[config.mk]
export PLATFORM = sky130hd
export DESIGN_NAME = rq_sched
export DESIGN_NICKNAME = d
export VERILOG_FILES = /design/src/rtl/rq_pkg.sv /design/src/rtl/rq_oldest_pick.sv /design/src/rtl/rq_slot_alloc.sv /design/src/rtl/rq_filter_chain.sv /design/src/rtl/rq_sched.sv
export SDC_FILE = /design/constraint.sdc
export NUM_CORES = 1
export LEC_CHECK = 0
export BUFFER_PORTS_ARGS = -buffer_cell sky130_fd_sc_hd__buf_4
export CELL_PAD_IN_SITES_DETAIL_PLACEMENT = 1
export CELL_PAD_IN_SITES_GLOBAL_PLACEMENT = 1
export CORE_MARGIN = 5
export CORE_UTILIZATION = 24
export CTS_BUF_LIST = sky130_fd_sc_hd__clkbuf_16
export DETAILED_ROUTE_END_ITERATION = 6
export PLACE_DENSITY = 0.44
export SLEW_MARGIN = 20
export SYNTH_ARGS = -nofsm -noshare
export SYNTH_HDL_FRONTEND = slang
export SYNTH_SLANG_ARGS = --single-unit
[constraint.sdc]
create_clock -name clk -period 16.65 [get_ports clk]
set_input_delay 4.1625 -clock clk [delete_from_list [all_inputs] [get_ports clk]]
set_output_delay 4.1625 -clock clk [all_outputs]
set_load 0.05 [all_outputs]
[src/rtl/rq_pkg.sv]
package rq_pkg;
  localparam int BANKS  = 4;
  localparam int BANK_W = $clog2(BANKS);
  localparam int ROW_W  = 4;
  localparam int COL_W  = 4;

  typedef struct packed {
    logic              wr;
    logic [BANK_W-1:0] bank;
    logic [ROW_W-1:0]  row;
    logic [COL_W-1:0]  col;
  } req_t;

  // same location and at least one side writes
  function automatic logic conflicts(req_t a, req_t b);
    return (a.bank == b.bank) && (a.row == b.row) && (a.col == b.col) && (a.wr || b.wr);
  endfunction
endpackage

[src/rtl/rq_oldest_pick.sv]
module rq_oldest_pick #(
  parameter int N = 8
) (
  input  logic [N-1:0]        mask,
  input  logic [N-1:0][N-1:0] older,   // older[i][j]: entry j precedes entry i
  output logic [N-1:0]        pick
);
  always_comb begin
    for (int i = 0; i < N; i++) begin
      pick[i] = mask[i] & ~(|(mask & older[i]));
    end
  end
endmodule

[src/rtl/rq_slot_alloc.sv]
module rq_slot_alloc #(
  parameter int N = 8
) (
  input  logic [N-1:0] busy,
  output logic [N-1:0] slot0,
  output logic [N-1:0] slot1,
  output logic         have1,
  output logic         have2
);
  always_comb begin
    slot0 = '0;
    slot1 = '0;
    have1 = 1'b0;
    have2 = 1'b0;
    for (int i = 0; i < N; i++) begin
      if (!busy[i]) begin
        if (!have1) begin
          slot0[i] = 1'b1;
          have1    = 1'b1;
        end else if (!have2) begin
          slot1[i] = 1'b1;
          have2    = 1'b1;
        end
      end
    end
  end
endmodule

[src/rtl/rq_filter_chain.sv]
module rq_filter_chain #(
  parameter int N = 8
) (
  input  logic [N-1:0]        valid,
  input  logic [N-1:0]        is_wr,
  input  logic [N-1:0]        wrdy,
  input  logic [N-1:0]        hazard,
  input  logic [N-1:0]        page_hit,
  input  logic [N-1:0]        locked,
  input  logic                rd_free,
  input  logic [N-1:0][N-1:0] older,
  output logic [N-1:0]        grant
);
  logic [N-1:0] s_res, s_dep, s_pg, s_rd, s_lk;

  always_comb begin
    s_res = valid & ((is_wr & wrdy) | (~is_wr & {N{rd_free}}));
    s_dep = s_res & ~hazard;
    s_pg  = (|(s_dep & page_hit)) ? (s_dep & page_hit) : s_dep;
    s_rd  = (|(s_pg & ~is_wr)) ? (s_pg & ~is_wr) : s_pg;
    s_lk  = s_rd & ~locked;
  end

  rq_oldest_pick #(.N(N)) u_age (
    .mask  (s_lk),
    .older (older),
    .pick  (grant)
  );
endmodule

[src/rtl/rq_sched.sv]
module rq_sched
  import rq_pkg::*;
#(
  parameter int DEPTH = 8
) (
  input  logic                   clk,
  input  logic                   rst_n,
  input  logic                   enq0_valid,
  output logic                   enq0_ready,
  input  logic                   enq0_wr,
  input  logic [BANK_W-1:0]      enq0_bank,
  input  logic [ROW_W-1:0]       enq0_row,
  input  logic [COL_W-1:0]       enq0_col,
  input  logic                   enq1_valid,
  output logic                   enq1_ready,
  input  logic                   enq1_wr,
  input  logic [BANK_W-1:0]      enq1_bank,
  input  logic [ROW_W-1:0]       enq1_row,
  input  logic [COL_W-1:0]       enq1_col,
  input  logic                   wdata_fill,
  input  logic                   rd_buf_free,
  input  logic [BANKS-1:0]       bank_locked,
  input  logic [BANKS-1:0]       bank_open,
  input  logic [BANKS*ROW_W-1:0] open_row,
  output logic                   iss_valid,
  input  logic                   iss_ready,
  output logic                   iss_wr,
  output logic [BANK_W-1:0]      iss_bank,
  output logic [ROW_W-1:0]       iss_row,
  output logic [COL_W-1:0]       iss_col
);
  localparam int RW = $bits(req_t);

  logic [DEPTH-1:0]            valid_q, wrdy_q;
  logic [DEPTH-1:0][DEPTH-1:0] older_q, dep_q;
  req_t                        req_q [DEPTH];

  logic [ROW_W-1:0] orow [BANKS];
  for (genvar b = 0; b < BANKS; b++) begin : g_orow
    assign orow[b] = open_row[b*ROW_W +: ROW_W];
  end

  // per-entry views feeding the filter chain
  logic [DEPTH-1:0] is_wr, hazard, page_hit, locked;
  always_comb begin
    for (int i = 0; i < DEPTH; i++) begin
      is_wr[i]    = req_q[i].wr;
      hazard[i]   = |dep_q[i];
      page_hit[i] = bank_open[req_q[i].bank] && (orow[req_q[i].bank] == req_q[i].row);
      locked[i]   = bank_locked[req_q[i].bank];
    end
  end

  logic [DEPTH-1:0] grant;
  rq_filter_chain #(.N(DEPTH)) u_chain (
    .valid    (valid_q),
    .is_wr    (is_wr),
    .wrdy     (wrdy_q),
    .hazard   (hazard),
    .page_hit (page_hit),
    .locked   (locked),
    .rd_free  (rd_buf_free),
    .older    (older_q),
    .grant    (grant)
  );

  req_t iss_req;
  always_comb begin
    iss_req = '0;
    for (int i = 0; i < DEPTH; i++) begin
      iss_req = iss_req | (req_q[i] & {RW{grant[i]}});
    end
  end

  assign iss_valid = |grant;
  assign iss_wr    = iss_req.wr;
  assign iss_bank  = iss_req.bank;
  assign iss_row   = iss_req.row;
  assign iss_col   = iss_req.col;

  logic [DEPTH-1:0] gone, live;
  assign gone = (iss_valid && iss_ready) ? grant : '0;
  assign live = valid_q & ~gone;

  // slot allocation and enqueue handshakes
  logic [DEPTH-1:0] slot0, slot1;
  logic             have1, have2;
  rq_slot_alloc #(.N(DEPTH)) u_alloc (
    .busy  (valid_q),
    .slot0 (slot0),
    .slot1 (slot1),
    .have1 (have1),
    .have2 (have2)
  );
  assign enq0_ready = have1;
  assign enq1_ready = have2;

  logic fire0, fire1;
  assign fire0 = enq0_valid && enq0_ready;
  assign fire1 = enq1_valid && enq1_ready;

  req_t e0, e1;
  assign e0 = '{wr: enq0_wr, bank: enq0_bank, row: enq0_row, col: enq0_col};
  assign e1 = '{wr: enq1_wr, bank: enq1_bank, row: enq1_row, col: enq1_col};

  // comparison ports: each new request against the registry
  logic [DEPTH-1:0] match0, match1;
  logic             pair_conf;
  always_comb begin
    for (int j = 0; j < DEPTH; j++) begin
      match0[j] = conflicts(e0, req_q[j]);
      match1[j] = conflicts(e1, req_q[j]);
    end
    pair_conf = conflicts(e0, e1);
  end

  // write data arrives in request order: oldest waiting write gets it
  logic [DEPTH-1:0] fill_oh;
  rq_oldest_pick #(.N(DEPTH)) u_fill (
    .mask  (valid_q & is_wr & ~wrdy_q),
    .older (older_q),
    .pick  (fill_oh)
  );

  logic [DEPTH-1:0] new0, new1;
  assign new0 = fire0 ? slot0 : '0;
  assign new1 = fire1 ? slot1 : '0;

  always_ff @(posedge clk) begin
    if (!rst_n) begin
      valid_q <= '0;
      wrdy_q  <= '0;
      older_q <= '0;
      dep_q   <= '0;
    end else begin
      valid_q <= live | new0 | new1;
      wrdy_q  <= (wrdy_q | (wdata_fill ? fill_oh : '0)) & ~new0 & ~new1;
      for (int i = 0; i < DEPTH; i++) begin
        if (new0[i]) begin
          older_q[i] <= live;
          dep_q[i]   <= live & match0;
        end else if (new1[i]) begin
          older_q[i] <= live | new0;
          dep_q[i]   <= (live & match1) | (pair_conf ? new0 : '0);
        end else begin
          older_q[i] <= older_q[i] & ~gone;
          dep_q[i]   <= dep_q[i] & ~gone;
        end
      end
    end
  end

  always_ff @(posedge clk) begin
    for (int i = 0; i < DEPTH; i++) begin
      if (new0[i]) req_q[i] <= e0;
      else if (new1[i]) req_q[i] <= e1;
    end
  end
endmodule

# Word-level counts from Yosys, hierarchy flattened
# Memories as Yosys holds them, arrays and structs flattened.
# Cells that the tools add are included.
[word_totals] ram_bits=88 mem_count=1 output_inout_bits=14 ff_bits=144
[classes] eq_ne=59 reduce_logical=106 n_lt_le_gt_ge=16 muxes=196 bitwise=121
[mem_list] name="req_q" words=8 width=11 rd=8 rd_clocked_by_memory_dff=0 wr=8 line="rq_sched.sv:36" text="req_t req_q [DEPTH];"
[ops] op="$and 8x8->8" n=46
[ops] op="$mux 8" n=39
[ops] op="$reduce_or 8->1" n=27
[ops] op="$eq 4x4->1" n=42
[ops] op="$mux 1" n=109
[ops] op="$and 11x11->11" n=8
[ops] op="$mux 11" n=8
[ops] op="$or 11x11->11" n=7
[ops] op="$bmux 4 s2" n=8
[ops] op="$mux 4" n=16
[ops] op="$logic_and 1x1->1" n=62
[ops] op="$not 8->8" n=7
[ops] op="$or 8x8->8" n=5
[ops] op="$eq 2x2->1" n=17
[ops] op="$bmux 1 s2" n=16
[ops] op="$ge 3x3->1 const B" n=8
[ops] op="$lt 2x3->1 const B" n=8
[ops] op="$not 2->3" n=8
[ops] op="$logic_or 1x1->1" n=17
[ops] op="$and 1x1->1" n=16
[ops] op="$not 1->1" n=16
[ops] op="$or 1x1->1" n=8

# Depth between registers and ports, before layout
# Gate-level depths: netlist of the first run.
# An unclocked memory read counts as a cell.
[depth] depth_word=27 mapped_depth=16 depth_no_buf=13

# Cells and area by module
# Synthesis of the first run repeated with hierarchy kept, for this count alone.
[unflattened] cells_unflattened=1784 area_unflattened_um2=16054.1
[modules_own_cells] mod="rq_sched" seq_area_each_um2=5525.3 cells_per_inst=1538 n_inst=1 area_each_um2=14383.8
[modules_own_cells] mod="rq_oldest_pick" seq_area_each_um2=0.0 cells_per_inst=64 n_inst=2 area_each_um2=424.2
[modules_own_cells] mod="rq_filter_chain" seq_area_each_um2=0.0 cells_per_inst=73 n_inst=1 area_each_um2=528.0
[modules_own_cells] mod="rq_slot_alloc" seq_area_each_um2=0.0 cells_per_inst=45 n_inst=1 area_each_um2=294.0

# Worst setup path before layout of the first run
# No wires, ideal clock.
[synth_timing] path_type="input to output" start="input port open_row[15]" end="output port iss_bank[0]" path_stages=16 path_buffers=4 t_arrival_ps=7867 setup_slack_ps=4621 cell_sequence="clkbuf_1 > mux4_2 > xnor2_1 > nand3_1 > a21o_1 > nand4_1 > or3_1 > buf_6 > a21o_1 > and3_1 > a2111o_1 > or3_1 > buf_6 > buf_6 > o221a_1 > nand4_1"
[synth_via] elab_chain_cells=24 word_cells_on_any_way=94
[synth_rtl] item="start: declaration" line="rq_sched.sv:24" text="input logic [BANKS*ROW_W-1:0] open_row,"
[synth_rtl] item="$bmux 4 s2" line="rq_sched.sv:49" text="page_hit[i] = bank_open[req_q[i].bank] && (orow[req_q[i].bank] == req_q[i].row);"
[synth_rtl] item="$mux 4 (not written as such) (2 in a row)" line="rq_sched.sv:49"
[synth_rtl] item="$eq 4x4->1" line="rq_sched.sv:49"
[synth_rtl] item="$logic_and 1x1->1" line="rq_sched.sv:49"
[synth_rtl] item="$and 8x8->8 *" line="rq_filter_chain.sv:19" text="s_pg = (|(s_dep & page_hit)) ? (s_dep & page_hit) : s_dep;"
[synth_rtl] item="$reduce_or 8->1" line="rq_filter_chain.sv:19"
[synth_rtl] item="$mux 8 *" line="rq_filter_chain.sv:19"
[synth_rtl] item="$and 8x8->8" line="rq_filter_chain.sv:20" text="s_rd = (|(s_pg & ~is_wr)) ? (s_pg & ~is_wr) : s_pg;"
[synth_rtl] item="(+2 left out)"
[synth_rtl] item="$and 8x8->8 *" line="rq_filter_chain.sv:21" text="s_lk = s_rd & ~locked;"
[synth_rtl] item="$and 8x8->8" line="rq_oldest_pick.sv:10" text="pick[i] = mask[i] & ~(|(mask & older[i]));"
[synth_rtl] item="$reduce_or 8->1" line="rq_oldest_pick.sv:10"
[synth_rtl] item="$not 1->1" line="rq_oldest_pick.sv:10"
[synth_rtl] item="$and 1x1->1" line="rq_oldest_pick.sv:10"
[synth_rtl] item="$and 11x11->11" line="rq_sched.sv:71" text="iss_req = iss_req | (req_q[i] & {RW{grant[i]}});"
[synth_rtl] item="$or 11x11->11 (6 in a row)" line="rq_sched.sv:71"
[synth_rtl] item="$or 11x11->11 *" line="rq_sched.sv:71"
[synth_rtl] item="end: declaration" line="rq_sched.sv:28" text="output logic [BANK_W-1:0] iss_bank,"
# Every way passes the cells marked *; elsewhere a longest branch is shown, timed or not. The select of a mux whose other input is x is not followed.

# Final worst setup path of the first run
[layout_timing] start="input port open_row[9]" end="output port iss_valid"
[layout_via] elab_chain_cells=17 word_cells_on_any_way=80
[layout_rtl] item="$bmux 4 s2" line="rq_sched.sv:49"
[layout_rtl] item="$mux 4 (not written as such) (2 in a row)" line="rq_sched.sv:49"
[layout_rtl] item="$eq 4x4->1" line="rq_sched.sv:49"
[layout_rtl] item="$logic_and 1x1->1" line="rq_sched.sv:49"
[layout_rtl] item="$and 8x8->8 *" line="rq_filter_chain.sv:19"
[layout_rtl] item="$reduce_or 8->1" line="rq_filter_chain.sv:19"
[layout_rtl] item="$mux 8 *" line="rq_filter_chain.sv:19"
[layout_rtl] item="$and 8x8->8" line="rq_filter_chain.sv:20"
[layout_rtl] item="$reduce_or 8->1" line="rq_filter_chain.sv:20"
[layout_rtl] item="$mux 8 *" line="rq_filter_chain.sv:20"
[layout_rtl] item="$and 8x8->8 *" line="rq_filter_chain.sv:21"
[layout_rtl] item="$and 8x8->8" line="rq_oldest_pick.sv:10"
[layout_rtl] item="$reduce_or 8->1" line="rq_oldest_pick.sv:10"
[layout_rtl] item="$not 1->1" line="rq_oldest_pick.sv:10"
[layout_rtl] item="$and 1x1->1" line="rq_oldest_pick.sv:10"
[layout_rtl] item="$reduce_or 8->1 *" line="rq_sched.sv:75" text="assign iss_valid = |grant;"
[layout_rtl] item="end: declaration" line="rq_sched.sv:25" text="output logic iss_valid,"
# Marked as above.

==> flow_results.org, run 1 <==
** Global routing
- Global routing used 25.7% of the available tracks across all layers.
- For met1 alone, demand over resource in global routing was 35.7%.
- The first global-routing pass estimated 139,000 um of wire.
- Busiest layer in global routing :: met2
- The total overflow left after global routing is 0.
- Global routing met3 resource utilization :: 3.63%
- GR met2 Demand/Resource :: 41.9%
- Maximum number of pins on one net before global-route repair :: 54
- Antenna violations before repair :: 2
- Via count of the first global-routing pass :: 17,100

** Detailed routing
- The routed layout has 16,800 vias.
- In the routed design, unresolved DRC markers number 0.
- Routed length per instance :: 33.3 um
- In this run the remaining antenna-violating nets after routing total 0.
- After detailed routing, the total wire length is 99,500 um.
- The first routing iteration left 1,601 violations.
- The first detailed-routing pass took 5 iterations.
- Via/cell ratio :: 5.61

** Die
- Height of the die :: 274 um
- The floorplan has 96 rows.
- Core box area :: 68,800 um2
- Number of primary I/O pins :: 67
- Once the floorplan was initialized, standard cells occupied 24.3% of the core.
- The floorplan step defined a die boundary enclosing 75,100 um2.
- In this run the horizontal extent of the chip is 274 um.

** Cells and area
- Fraction of layout cells with a size suffix above 1 :: 11.8%
- In the final design database the tool counted 2,085 nets.
- Final standard cell utilization of the core :: 27.7%
- Relative to the synthesized area, the layout overhead comes to 14.0%.

** Worst hold path
- The tightest min-delay check is of the reg -> reg type.
- The worst hold path begins at dep_q[19].
- For hold timing, the worst endpoint is dep_q[19].
- The worst hold path was traced through 2 stages.

** CTS
- Clock latency on the worst-skew pair, taken at its later pin, is 610 ps.
- H-tree level count :: 1
- For this design, the sink count on the clock tree is 232.
- Number of setup buffers added after CTS :: 0
- TritonCTS built the clock tree.
- In this run the clock root is driven by a sky130_fd_sc_hd__clkbuf_16.
- Max Root-Sink Buffers :: 3
- Once the clock tree was built, the resizer swapped 0 gates to a different size.
- Inserted Clock Buffers :: 31
- Hold repair after CTS inserted 0 buffers.
- CTS clk-pin slew, worst paths :: 60 ps

** Yosys
- Synthesis produced 2,048 cells.
- The synthesized netlist devotes 16.9% of its cell area to compound gates.
- Avg Inst Size Synth :: 8.17 um2
- After Yosys synthesis, XOR and XNOR cells account for 11.6% of the synthesized area.
- Count of cell types in the netlist :: 88
- Count of flip-flops with a built-in enable after synthesis :: 88
- Post-synthesis sequential area ratio :: 33.0%
- Adder-Cell Fraction of Synth Area :: 0.419%
- Dominant combinational cell family by area after synthesis :: simple AND/OR/NAND/NOR gates
- Of the total synthesized cell area, the portion taken by AND, OR, NAND and NOR gates is 24.7%.
- The Yosys step of the flow raised 0 warnings.
- The synthesized design contains 232 register bits.
- Syn_nets :: 2,105
- Commonest register cell after synthesis :: sky130_fd_sc_hd__dfxtp_1
- After synthesis, the share of flip-flops with an asynchronous set or reset is 0%.
- Mux share of post-synthesis cell area :: 7.84%
- Summed instance area of the synthesized netlist :: 16,700 um2

** Outcome
- Run status :: finished clean

** Critical path
- The worst setup path is launched from an input pin.
- For flop-to-flop paths, the worst setup slack is 9890 ps.
- Top fanout value on the critical path :: 11
- Worst reg2reg startpoint :: valid_q[2]
- The critical path is of the in -> out type.
- Data on the critical path arrives at its endpoint at 9570 ps.
- R2R depth :: 13
- Data on the critical path is required at its endpoint by 12,490 ps.
- The worst setup path is captured at a primary output.
- Endpoint of the lowest-slack register-to-register path :: older_q[11]

** STA
- Headroom to the max-slew limit came out at 21.8%.
- Min Tclk post-route :: 13,730 ps
- Worst Skew :: 28.4 ps
- Aggregate negative setup slack :: 0 ps
- Setup violations remaining at the end of the flow were counted as 0.
- Of the available clock period, the critical path in the final layout requires 82.5%.
- Setup repair after global routing left no endpoint under its margin.
- Max Clk Rate :: 72.8 MHz
- At the pin with the least slew margin, the transition time is 1160 ps.
- Total count of max-transition violations in the final report :: 0
- Final Hold Vio Count :: 0

** Power and ir drop
- The completed layout was analyzed and its total power is 1.52 mW.
- Summed over all cells, the static leakage comes to 6.81 nW.
- Dividing total power by cell area gives a power density of 79.8 nW/um2.
- Maximum resistive drop on vdd :: 0.0552 mV

** Job
- Max-cap violations in this run came to 0.

** Placement
- Placer Congestion :: 0.944
- Detailed placement HPWL :: 73,600 um
- Buffers placed on the I/O ports in this run total 66.
==> cells in the mapped netlist (all sizes together) (6+ instances only) <==
library cell	number	area, um2
xnor2	110	963
a21o	6	45.0
o221ai	9	78.8
nor4b	7	61.3
o22ai	37	231
nor2b	7	43.8
nor2	127	477
a21oi	81	413
o211ai	20	165
clkbuf	124	465
nor4	33	240
a2111oi	7	86.3
o32ai	6	52.6
nor3	38	190
or3	17	106
a221oi	13	114
inv	53	199
a32oi	10	87.6
o2111ai	12	105
dfxtp	144	2880
or4	8	63.8
o31ai	8	65.1
and2	13	81.3
a31oi	22	138
a211oi	9	77.6
nand2b	8	50.1
edfxtp	88	2640
mux4	27	608
a22oi	54	410
nand2	391	1470
mux2i	49	490
nand4	43	275
o221a	9	101
a2bb2oi	6	52.6
o21ai	64	328
and3	37	236
xor2	111	972
nand4b	10	87.6
nor3b	24	190
buf	45	255
nand3	89	445
mux2	19	214
==> cell families (layout without fill, tap and decap cells) <==
family / count (synthesis) / count (layout)
AOI/OAI and AO/OA: 402 / 402
xor gates and xnor gates: 221 / 221
adders and majority gates: 6 / 6
buffers and inverters: 226 / 229
DFF: 232 / 232
muxes: 95 / 95
other: 0 / 3
and+or+nand+nor: 866 / 866
==> through the flow <==
step / cells / instance area [um2] / setup slack, ps / hold WS [ps]
floorplan: 2048 / 16700 / 4620 / 432
global placement: 2924 / 18100 / 3070 / 445
detailed placement: 2926 / 18200 / 3020 / 443
CTS: 2982 / 19100 / 3010 / 452
global route: 2982 / 19100 / 2720 / 484
finish: 2985 / 19100 / 2920 / 451
==> report_power, final <==
part	internal (mW)	total [mW]	switching (mW)	leakage (nW)
clock network	0.347	0.628	0.281	0.490
logic	0.0823	0.256	0.174	4.35
registers	0.607	0.639	0.0314	1.97
total	1.04	1.52	0.486	6.81
==> metal layers <==
metal  share of wire, %  wire, um
met4                2.8      2800
met5              0.013        13
met1                 45     44800
met3                6.4      6330
met2                 46     45500
==> registers in the layout, indices dropped and copies added (netlist names) <==
register,flops
valid_q,8
dep_q,64
wrdy_q,8
older_q,64
req_q,88
==> layout make-up <==
class                      count  area, um2
antenna                        3       7.51
timing repair buffer         116        868
multi-input combinational   1590      10400
clock buffer                  31        776
inverter                      57        214
sequential                   232       5530
tap                          931       1160
fill                        8068      49700
clock inverter                25        128
==> critical path, cell delays in order <==
cell	delay [ps]
sky130_fd_sc_hd__buf_4	150
sky130_fd_sc_hd__mux2i_1	190
sky130_fd_sc_hd__xnor2_1	90
sky130_fd_sc_hd__nor4_1	800
sky130_fd_sc_hd__o2111ai_1	300
sky130_fd_sc_hd__nand4_1	230
sky130_fd_sc_hd__or3_1	330
sky130_fd_sc_hd__a21boi_1	330
sky130_fd_sc_hd__nor3_1	1020
sky130_fd_sc_hd__a211oi_2	380
sky130_fd_sc_hd__and2_1	460
sky130_fd_sc_hd__a2111o_1	420
sky130_fd_sc_hd__or3_1	450
sky130_fd_sc_hd__buf_4	230
==> worst max path at each step <==
stage	start	to	depth (start not counted)
global placement	open_row[15]	iss_valid	14
CTS	open_row[9]	iss_valid	14
global route	open_row[9]	iss_valid	14
detailed placement	open_row[9]	iss_valid	14
finish	open_row[9]	iss_valid	14
floorplan	open_row[15]	iss_bank[0]	16
==> layout by cell type, fill, tap and decap left out, drive strengths merged, types with 12 or more instances in the layout <==
| cell | n |
|---|---|
| buf | 116 |
| clkbuf | 31 |
| nand3 | 89 |
| mux4 | 27 |
| nand4 | 43 |
| and2 | 13 |
| o21ai | 64 |
| o22ai | 37 |
| a21oi | 81 |
| xnor2 | 110 |
| a221oi | 13 |
| mux2i | 49 |
| or3 | 17 |
| nor4 | 33 |
| nor2 | 127 |
| mux2 | 19 |
| edfxtp | 88 |
| a22oi | 54 |
| o211ai | 20 |
| and3 | 37 |
| o2111ai | 12 |
| inv | 67 |
| clkinv | 14 |
| dfxtp | 144 |
| nand2 | 391 |
| nor3b | 24 |
| xor2 | 111 |
| nor3 | 38 |
| a31oi | 22 |
Note: power is estimated with default switching activity, not from simulation.
==> run 2: changes to the inputs <==
Clock period 16.65 ns to 13.44 ns, I/O delays scaled along.
==> flow_results.org, run 2 (synthesis gave the netlist of run 1 again) <==
** Cells and area
- The share of post-route cells with drive strength above 1 is 12.0% (was 11.8%).
- The number of nets in the layout was 2,085 (unchanged).
- Largest regs :: req_q x88, dep_q x64, older_q x64 (unchanged)
- The diode insertion count for antenna repair is 0 (was 3).
- The count of placed standard cells in the final layout, fillers left out was 2,982 (was 2,985).
- The layout overhead on the synthesized area was 14.3% (was 14.0%).
- The register name with the most flops is req_q (unchanged).
- The number of fill cells was 8,037 (was 8,068).
- Final non-filler cell area :: 19,100 um2 (about the same)
- Most common cell after layout, fill and taps aside :: sky130_fd_sc_hd__nand2_1 (unchanged)
- Highest-count cells in the layout ignoring fill and taps :: sky130_fd_sc_hd__nand2_1 (391), sky130_fd_sc_hd__dfxtp_1 (144), sky130_fd_sc_hd__nor2_1 (127) (unchanged)
- The number of flip-flops under the largest register name was 88 (unchanged).

** Placement
- The final HPWL from detailed placement was 73,500 um (was 73,600 um).
- The total placed cells including tap cells is 2,926 (unchanged).
- Placer Congestion :: 0.936 (was 0.944)
- The number of buffer cells added on primary ports came to 66 (unchanged).
- The total placed instance area was 18,200 um2 (about the same).

** Critical path
- The number of buffers and inverters on the critical path came to 2 (unchanged).
- Cell family with the largest share of critical-path delay :: simple AND/OR/NAND/NOR gates (unchanged)
- Kind of start point of the critical path :: input pin (unchanged)
- The worst reg2reg path depth is 13 (unchanged).
- The register-to-register setup slack is 6690 ps (was 9890 ps).
- Critical Path RT :: 10,080 ps (was 12,490 ps)
- Critical path startpoint :: open_row[12] (was open_row[9])
- The critical path endpoint category is a primary output (unchanged).
- Signal arrival time at the worst endpoint :: 8500 ps (was 9570 ps)
- The kind of critical path is in -> out (unchanged).
- CP cell instances: buf_4 -> mux4_2 -> xor2_1 -> nor3b_2 -> o211ai_2 -> nand4_1 -> or3_1 -> a21boi_1 -> nor3_2 -> a22oi_1 -> nand3_1 -> o221a_1 -> nand4_1 -> buf_4 (was buf_4 -> mux2i_1 -> xnor2_1 -> nor4_1 -> o2111ai_1 -> nand4_1 -> or3_1 -> a21boi_1 -> nor3_1 -> a211oi_2 -> and2_1 -> a2111o_1 -> or3_1 -> buf_4).
- Number of gates on the worst path with buffers counted :: 14 (unchanged)
- The reg-to-reg endpoint is older_q[59] (was older_q[11]).
- Top fanout value on the critical path :: 12 (was 11)
- Cell with the biggest individual delay on the critical path :: sky130_fd_sc_hd__a21boi_1 (was sky130_fd_sc_hd__nor3_1)
- The largest stage delay on the critical path was 690 ps (was 1020 ps).
- Worst reg2reg startpoint :: valid_q[2] (unchanged)

** STA
- The count of endpoints failing hold in the final timing report came to 0 (unchanged).
- The worst hold slack across all endpoints was 461 ps (was 451 ps).
- Aggregate negative setup slack :: 0 ps (unchanged)
- Worst rel slew slack :: 27.1% (was 21.8%)
- The worst-margin pin slew is 1090 ps (was 1160 ps).
- Based on the critical path, the design can be clocked at up to 84.3 MHz.
- RSZ-0062 raised after global routing: false (unchanged).
- The worst path needs 11,860 ps of the cycle, external delays included.
- Period utilisation layout :: 88.3%
- The max-slew violation total from the final report was 0 (unchanged).
- Final Setup Violations :: 0 (unchanged)
- The setup skew after layout is 9.46 ps (was 28.4 ps).

** Die
- The height of the die was 274 um (unchanged).
- The effective utilization at floorplan was 24.3% (unchanged).
- The count of standard-cell rows is 96 (unchanged).
- The core area was 68,800 um2 (unchanged).
- The area of the die was 75,100 um2 (unchanged).
- Number of primary I/O pins :: 67 (unchanged)
- Chip width :: 274 um (unchanged)

** CTS
- Clock latency on the worst-skew pair :: 590 ps (was 610 ps)
- Clock tree from TritonCTS :: yes (unchanged)
- The buffer depth of the longest clock path is 3 (unchanged).
- The count of hold-fix buffers inserted at cts came to 0 (unchanged).
- Number of clock sinks seen by CTS :: 232 (unchanged)
- The count of buffers added by post-CTS timing repair for setup came to 0 (unchanged).
- The CTS buffer count was 31 (unchanged).
- The post-CTS clock slew at the launch and capture registers of the worst setup and hold paths came to 60 ps (about the same).
- The total of cells resized after clock tree synthesis is 0 (unchanged).
- H-tree level count :: 1 (unchanged)
- Clock root buffer :: sky130_fd_sc_hd__clkbuf_16 (unchanged)

** Worst hold path
- Class of the tightest hold or removal check :: reg -> reg (unchanged)
- The start point of the worst hold path is dep_q[19] (unchanged).
- Hold-critical path depth :: 2 (unchanged)
- Worst Hold Endpoint :: dep_q[19] (unchanged)

** Power and ir drop
- The worst vdd rail ir drop came to 0.0850 mV (was 0.0552 mV).
- PwrDens :: 100 nW/um2 (was 79.8 nW/um2)
- The total power of the final layout came to 1.92 mW (was 1.52 mW).
- Leakage :: 6.83 nW (was 6.81 nW)

** Global routing
- The initial antenna violation count was 1 (was 2).
- The first-pass GRT wire length was 139,000 um (about the same).
- The combined global-route utilization of all metal layers is 25.7% (about the same).
- The residual overflow from global routing came to 0 (unchanged).
- Maximum number of pins on one net before global-route repair :: 54 (unchanged)
- The via count of the first global-routing pass came to 17,000 (was 17,100).

** Detailed routing
- DRC marker count from the first detailed-route iteration :: 1,637 (was 1,601)
- The detailed-routing iteration count for the pre-antenna-repair pass came to 7 (was 5).
- Via/cell ratio :: 5.60 (was 5.61)
- The total wirelength of the detailed-routed design is 99,300 um (was 99,500 um).
- The average wire per standard cell is 33.3 um (about the same).
- The DRC violation count after routing is 0 (unchanged).
- The count of nets left with antenna violations after detail routing is 0 (unchanged).
- Via count of the routed design :: 16,700 (was 16,800)

** Outcome
- Run status :: finished clean (unchanged)

** Job
- The number of maximum-capacitance constraint violations came to 0 (unchanged).
## run 2: changes by cell type in the layout (fill, tap and decap cells not counted), sizes merged
cell,delta
inv,-2
clkinvlp,+1
clkinv,-1
clkbuf,+1
diode,-3
bufinv,+1
## run 2: final cells by class
cell class / instances / area, um2 / share of cell area, %
flip-flops and latches: 232 / 5530 / 28.9
multi-input cells: 1590 / 10400 / 54.4
repair buffers: 116 / 871 / 4.55
inverters: 57 / 214 / 1.12
clock inverters: 24 / 154 / 0.804
clock buffers: 32 / 801 / 4.18
well taps: 931 / 1160 / 6.09
## run 2: report_power, final
part           leakage, nW  internal [mW]  total, mW  switching, mW
Clock                0.505          0.462      0.809          0.346
Sequential            1.97          0.752      0.791         0.0386
Combinational         4.35          0.102      0.319          0.217
Total                 6.83           1.32       1.92          0.602
## run 2: through the flow
step	util, %	setup slack (ps)
after floorplan	-	3020
after CTS	27.8	1370
after detailed placement	26.4	1380
after global routing	27.8	1430
after global placement	26.4	1420
final	27.8	1580
## run 2: how the worst max path moves through the flow
stage | endpoint | slack [ps]
6_report | iss_wr | 1580
5_1_grt | iss_row[1] | 1430
4_1_cts | iss_valid | 1370
3_5_place_dp | iss_valid | 1380
3_3_place_gp | iss_valid | 1420
2_1_floorplan | iss_row[1] | 3020
## run 2: routing by layer
| layer | track usage [%] | part of all wire, % |
|---|---|---|
| met5 | 0 | 0 |
| met4 | 5.34 | 2.2 |
| met3 | 3.17 | 5.5 |
| met2 | 42.5 | 47 |
| met1 | 36.0 | 46 |
## run 2: worst register-to-register path: stages (launching register included)
cell                        delay, ps
sky130_fd_sc_hd__dfxtp_1          310
sky130_fd_sc_hd__buf_4            370
sky130_fd_sc_hd__nor4b_1          890
sky130_fd_sc_hd__nand4_1          510
sky130_fd_sc_hd__nor3b_2          420
sky130_fd_sc_hd__inv_2             80
sky130_fd_sc_hd__o31ai_2          410
sky130_fd_sc_hd__a2111oi_4        160
sky130_fd_sc_hd__a21boi_1         710
sky130_fd_sc_hd__nor3_2           290
sky130_fd_sc_hd__a22oi_1          550
sky130_fd_sc_hd__nand3_1          690
sky130_fd_sc_hd__o21ai_2         1050
sky130_fd_sc_hd__o22ai_1          150
